==> src/rtl/owc_pkg.sv <==
package owc_pkg;

   typedef enum logic [2:0] {
      ST_WAIT,
      ST_CMD,
      ST_READ,
      ST_MATCH,
      ST_SRCH,
      ST_SEL
   } rom_st_e;

   localparam logic [7:0] CMD_READ  = 8'h33;
   localparam logic [7:0] CMD_MATCH = 8'h55;
   localparam logic [7:0] CMD_SRCH  = 8'hF0;
   localparam logic [7:0] CMD_SKIP  = 8'hCC;

   localparam logic [7:0] CRC8_REFL = 8'h8C;

   // serial CRC-8 over the low n bits, bit 0 first
   function automatic logic [7:0] crc8_bits(input logic [63:0] d, input int n);
      logic [7:0] c;
      logic fb;
      c = '0;
      for (int i = 0; i < n; i++) begin
         fb = c[0] ^ d[i];
         c  = {1'b0, c[7:1]} ^ (fb ? CRC8_REFL : 8'h00);
      end
      return c;
   endfunction

endpackage

==> src/rtl/owc_slot_ctr.sv <==
module owc_slot_ctr #(
   parameter int IDX_W = 6
) (
   input  logic             clk,
   input  logic             rst_n,
   input  logic             clr,
   input  logic             adv,
   input  logic             tri_mode,
   output logic [IDX_W-1:0] idx,
   output logic [1:0]       phase
);

   always_ff @(posedge clk or negedge rst_n) begin
      if (!rst_n) begin
         idx   <= '0;
         phase <= '0;
      end else if (clr) begin
         idx   <= '0;
         phase <= '0;
      end else if (adv) begin
         if (tri_mode && phase != 2'd2) begin
            phase <= phase + 2'd1;
         end else begin
            phase <= '0;
            idx   <= idx + 1'b1;
         end
      end
   end

endmodule

==> src/rtl/owc_idchk.sv <==
module owc_idchk #(
   parameter int ID_W = 64
) (
   input  logic [ID_W-1:0] id,
   output logic            ok
);
   import owc_pkg::*;

   logic [7:0] acc [ID_W+1];

   assign acc[0] = '0;

   for (genvar g = 0; g < ID_W; g++) begin : g_stage
      logic fb;
      assign fb         = acc[g][0] ^ id[g];
      assign acc[g + 1] = {1'b0, acc[g][7:1]} ^ (fb ? CRC8_REFL : 8'h00);
   end

   assign ok = (acc[ID_W] == 8'h00);

endmodule

==> src/rtl/owc_rom_layer.sv <==
module owc_rom_layer #(
   parameter int              SERIAL_W    = 48,
   parameter logic [7:0]      FAMILY_CODE = 8'h3C,
   parameter logic [SERIAL_W-1:0] SERIAL_NUM = SERIAL_W'(48'h0000_1A2B_3C4D),
   parameter logic [7:0]      CRC_BYTE    =
      owc_pkg::crc8_bits(64'({SERIAL_NUM, FAMILY_CODE}), 8 + SERIAL_W)
) (
   input  logic clk,
   input  logic rst_n,
   input  logic bus_rst,
   input  logic wr_stb,
   input  logic wr_bit,
   input  logic rd_stb,
   output logic line_pull,
   output logic func_sel,
   output logic id_crc_ok
);
   import owc_pkg::*;

   localparam int ID_W  = 16 + SERIAL_W;
   localparam int IDX_W = $clog2(ID_W);
   localparam logic [ID_W-1:0]  ROM_ID   = {CRC_BYTE, SERIAL_NUM, FAMILY_CODE};
   localparam logic [IDX_W-1:0] IDX_LAST = IDX_W'(ID_W - 1);
   localparam logic [IDX_W-1:0] CMD_LAST = IDX_W'(7);

   if (SERIAL_W % 8 != 0 || SERIAL_W < 8 || SERIAL_W > 48) begin : g_bad_serial
      $error("owc_rom_layer: SERIAL_W must be a multiple of 8 in 8..48");
   end

   rom_st_e          st_q;
   logic [7:0]       cmd_q;
   logic [7:0]       cmd_full;
   logic [IDX_W-1:0] idx;
   logic [1:0]       phase;
   logic             cur_bit;
   logic             id_last;
   logic             cmd_last;
   logic             ctr_clr;
   logic             ctr_adv;
   logic             tx_en;
   logic             tx_val;

   assign cur_bit  = ROM_ID[idx];
   assign id_last  = (idx == IDX_LAST);
   assign cmd_last = (idx == CMD_LAST);
   assign cmd_full = {wr_bit, cmd_q[7:1]};

   always_comb begin
      ctr_adv = 1'b0;
      unique case (st_q)
         ST_CMD:   ctr_adv = wr_stb;
         ST_READ:  ctr_adv = rd_stb;
         ST_MATCH: ctr_adv = wr_stb;
         ST_SRCH:  ctr_adv = (phase != 2'd2) ? rd_stb : wr_stb;
         default:  ctr_adv = 1'b0;
      endcase
   end

   assign ctr_clr = bus_rst || (st_q == ST_CMD && wr_stb && cmd_last);

   owc_slot_ctr #(.IDX_W(IDX_W)) u_ctr (
      .clk      (clk),
      .rst_n    (rst_n),
      .clr      (ctr_clr),
      .adv      (ctr_adv),
      .tri_mode (st_q == ST_SRCH),
      .idx      (idx),
      .phase    (phase)
   );

   always_comb begin
      tx_en  = 1'b0;
      tx_val = 1'b1;
      if (st_q == ST_READ) begin
         tx_en  = 1'b1;
         tx_val = cur_bit;
      end else if (st_q == ST_SRCH && phase != 2'd2) begin
         tx_en  = 1'b1;
         tx_val = (phase == 2'd0) ? cur_bit : ~cur_bit;
      end
   end

   assign line_pull = rd_stb && tx_en && !tx_val;

   always_ff @(posedge clk or negedge rst_n) begin
      if (!rst_n) begin
         st_q  <= ST_WAIT;
         cmd_q <= '0;
      end else if (bus_rst) begin
         st_q  <= ST_CMD;
         cmd_q <= '0;
      end else begin
         unique case (st_q)
            ST_CMD: if (wr_stb) begin
               cmd_q <= cmd_full;
               if (cmd_last) begin
                  unique case (cmd_full)
                     CMD_READ:  st_q <= ST_READ;
                     CMD_MATCH: st_q <= ST_MATCH;
                     CMD_SRCH:  st_q <= ST_SRCH;
                     CMD_SKIP:  st_q <= ST_SEL;
                     default:   st_q <= ST_WAIT;
                  endcase
               end
            end
            ST_READ: if (rd_stb && id_last) st_q <= ST_SEL;
            ST_MATCH: if (wr_stb) begin
               if (wr_bit != cur_bit) st_q <= ST_WAIT;
               else if (id_last)      st_q <= ST_SEL;
            end
            ST_SRCH: if (phase == 2'd2 && wr_stb) begin
               if (wr_bit != cur_bit) st_q <= ST_WAIT;
               else if (id_last)      st_q <= ST_SEL;
            end
            default: st_q <= st_q;
         endcase
      end
   end

   assign func_sel = (st_q == ST_SEL);

   owc_idchk #(.ID_W(ID_W)) u_idchk (
      .id (ROM_ID),
      .ok (id_crc_ok)
   );

endmodule

==> config.mk <==
export PLATFORM = sky130hd
export DESIGN_NAME = owc_rom_layer
export DESIGN_NICKNAME = d
export VERILOG_FILES = /design/src/rtl/owc_pkg.sv /design/src/rtl/owc_slot_ctr.sv /design/src/rtl/owc_idchk.sv /design/src/rtl/owc_rom_layer.sv
export SDC_FILE = /design/constraint.sdc
export NUM_CORES = 1
export LEC_CHECK = 0
export ABC_AREA = 0
export ABC_CLOCK_PERIOD_IN_PS = 3120
export BUFFER_PORTS_ARGS = -buffer_cell sky130_fd_sc_hd__buf_4
export CELL_PAD_IN_SITES_DETAIL_PLACEMENT = 0
export CELL_PAD_IN_SITES_GLOBAL_PLACEMENT = 1
export CORE_ASPECT_RATIO = 0.5
export CORE_UTILIZATION = 50
export CTS_BUF_LIST = sky130_fd_sc_hd__clkbuf_16
export DETAILED_ROUTE_END_ITERATION = 7
export GPL_TIMING_DRIVEN = 0
export PLACE_DENSITY = 0.94
export SETUP_SLACK_MARGIN = 0.2
export SLEW_MARGIN = 20
export SYNTH_ARGS = -nofsm -noshare
export SYNTH_HDL_FRONTEND = slang
export SYNTH_SLANG_ARGS = --single-unit
==> constraint.sdc <==
create_clock -name clk -period 3.12 [get_ports clk]
set_input_delay 0.624 -clock clk [delete_from_list [all_inputs] [get_ports clk]]
set_output_delay 0.624 -clock clk [all_outputs]
set_load 0.02 [all_outputs]
==> summary.txt <==
Timing
  – Final worst slack: around 0.4 ns
  – Hold slack: 0.243 ns
  – Skew final: 0.00154 ns
  – Endpoints failing setup: 0
  – Peak Freq: about 370 MHz
  – Setup TNS: 0 ns
  – Worst slew pin tran: ~0.76 ns
  – Max-slew headroom: 49.4%
  – Clock period minus worst slack: roughly 2.7 ns
  – Slew Limit Fails: 0
  – Final hold vios: 0
  – RSZ-0062 raised after global routing: no
  – Fin crit share: between 80 and 90%

Die
  – Die X: about 78 um
  – FP Rows: 13
  – Core area: roughly 2700 sq um
  – Die height: roughly 40 um
  – Ports: 9
  – Initial Utilization: 54.2%
  – Die ar.: roughly 3100 sq um

Synth
  – Synth async-reset ratio: 100%
  – Largest family of logic cells by synthesized area: simple AND/OR/NAND/NOR gates
  – Seq cells post-synth: 18
  – EDFF count, synth: 0
  – Post-synthesis compound-gate area fraction: a little over an eighth
  – Post-Synth Simple-Gate Area: 28.7%
  – Mapped Cells: between 150 and 200
  – Register area share after synthesis: 31.1%
  – Library cells used by synthesis: 48
  – Yosys warning total: 0
  – Post-synth top flop: dfrtp_1
  – Syn Area/Cell: roughly 9.4 sq um
  – Ranking of synthesized cells by area: dfrtp_1, mux2i_1, ha_1
  – Post-Syn Area: 1450 sq um
  – Synth top area share: a little under a third
  – Mux cell area share after synthesis: between 10% and 20%
  – Yosys top cell by area: dfrtp_1
  – Synth Net Count: 169
  – Post-synthesis adder-cell area fraction: roughly 7.8%
  – Xor/xnor cell area share of the yosys netlist: just over 3%

CTS
  – CTS root buf: clkbuf_16
  – CTS tree: yes
  – Clock buffer depth: 2
  – Setup Buffers After CTS: 0
  – Clock Latency Late Sink: between 0.2 and 0.25 ns
  – Post-CTS Hold Buffers: 0
  – PostCTS Resize Cnt: 0
  – CTS Buf Count: 3
  – H-Tree Depth: 1
  – Clock sinks: 18
  – Clock Pin Slew Worst Setup and Hold Paths: around 0.050 ns

Detailed routing
  – Post-DR wirelength/cell: around 13 um
  – DRT iter0 DRCs: 36
  – Post-DR vias/cell: between 5 and 6
  – Antenna-violating nets left: 0
  – DRC violations left: 0
  – DRT Pass-1 Iters: 4
  – Via count: approximately 1,100
  – Routed WL: between 2000 and 3000 um

Critical path
  – Worst R2R Start: u_ctr.idx[0]$_DFFE_PN0P_
  – Setup crit end kind: output pin
  – Crit path DAT: ~2.1 ns
  – Reg-to-reg setup timing slack: 1.05 ns
  – R2r endpoint: st_q[2]$_DFFE_PN0P_
  – Worst Setup Start Kind: flip-flop
  – CP Max Fanout: 10
  – Crit path kind: reg2out
  – R2R cell count: 8
  – CP required: about 2.5 ns

Finish
  – Final Util: 60.7%
  – Multi-input logic area: about 910 sq um
  – Leading cell type in the layout, fill and taps excluded: nor2_1
  – Post-Layout Cell Count: ~200
  – Layout cell share with drive strength beyond 1: 18.3%
  – Fin nets: roughly 180
  – Antenna diode count: 0
  – Layout area overhead: 12.0%
  – Sequential cell area: about 450 sq um
  – Most frequent cells in the layout: nor2_1, dfrtp_1, mux2i_1
  – Post-route cell area: between 1500 and 2000 sq um
  – Fill count: roughly 240

Pwr
  – Max IR drop VDD: between 0.0002 and 0.0003 V
  – Comb power frac: approximately 11%
  – Internal: ~0.43 mW
  – Net switching power figure: 0.117 mW
  – Total power: ~0.55 mW
  – Pleak: a little under 0.7 nW
  – Sequential cell fraction of total power: between 40% and 50%
  – PwrDens: between 300 and 400 nW/um^2
  – Sw frac: 21.2%
  – Clock share of power: 44.4%

Placed design
  – Dpl ws: roughly 0.65 ns
  – DP Cell Count: between 150 and 200
  – Post-DP HPWL: between 2000 and 2500 um
  – Port Buffers: 7
  – Placed instance area: about 1500 sq um
  – Gpl congestion: between 0.8 and 0.9

Global routing
  – First-pass GRT wire length: around 4400 um
  – Vias in the first global route: roughly 970
  – Initial antenna violation count: 0
  – All-Layer GR Usage: 19.0%
  – Largest net degree at the start of global routing: 19
  – GR Overflow Total: 0

Run status
  – Status: finished clean

Job
  – # Max-Cap Violations: 0

Hold path
  – Worst Hold Class: in2async
==> final cells by class <==
type,instances,share of cell area [%]
Multi-Input combinational cell,123,56.4
Inverter,6,1.39
Clock buffer,3,4.63
Sequential cell,18,27.8
Buffer,7,3.71
Timing Repair Buffer,7,3.24
Tap cell,37,2.86
==> flip-flops by register name, indices dropped and copies added (netlist names) <==
name	flops
u_ctr.phase	2
cmd_q	7
u_ctr.idx	6
st_q	3
==> kinds of logic (layout without fill, tap and decap cells) <==
family,after synthesis,after routing
and+or+nand+nor,70,70
AOI/OAI and AO/OA,24,24
DFF,18,18
muxes,14,14
buffers and inverters,13,23
adders and majority gates,9,9
xor gates and xnor gates,5,5
other,1,1
==> power by group through the flow <==
stage | logic, mW | clock network [mW] | registers, mW
finish | 0.0612 | 0.244 | 0.245
global route | 0.0686 | 0.263 | 0.246
CTS | 0.0619 | 0.253 | 0.245
detailed placement | 0.0615 | 0 | 0.249
global placement | 0.0600 | 0 | 0.249
floorplan | 0.0423 | 0 | 0.247
==> routing by layer <==
layer	wire length (um)	share of wire (%)	track usage, %	vias up
met5	0	0	0	-
met4	8	0.30	2.78	0
met3	53	2.0	5.45	2
met2	1290	48	34.9	7
met1	1340	50	23.6	532
li1	-	-	-	572
==> critical path: stages (launching register included) <==
cell,delay (ns)
dfrtp_1,0.36
buf_4,0.17
nor3b_1,0.39
or2b_1,0.38
nor3_1,0.22
a21oi_1,0.10
nor2_1,0.09
buf_4,0.15
==> worst max path at each step <==
stage / from / endpoint / slack [ns]
finish: st_q[0]$_DFFE_PN0P_ / line_pull / 0.39
global route: st_q[0]$_DFFE_PN0P_ / line_pull / 0.27
CTS: st_q[0]$_DFFE_PN0P_ / line_pull / 0.38
detailed placement: st_q[0]$_DFFE_PN0P_ / line_pull / 0.65
global placement: st_q[0]$_DFFE_PN0P_ / line_pull / 0.68
floorplan: st_q[0]$_DFFE_PN0P_ / line_pull / 0.82
==> Yosys cell counts (2+ instances only) <==
cell type,count
nor2_1,23
dfrtp_1,18
mux2i_1,12
ha_1,9
a21oi_1,7
nand2_1,7
inv_1,6
nand3_1,6
nor4bb_1,6
nor2b_1,4
o21ai_0,4
buf_4,3
buf_6,3
nand4_1,3
nor3_1,3
o21ai_1,3
xor2_1,3
nor3b_1,2
or2b_1,2
xnor2_1,2
(Power assumes the default switching activity.)
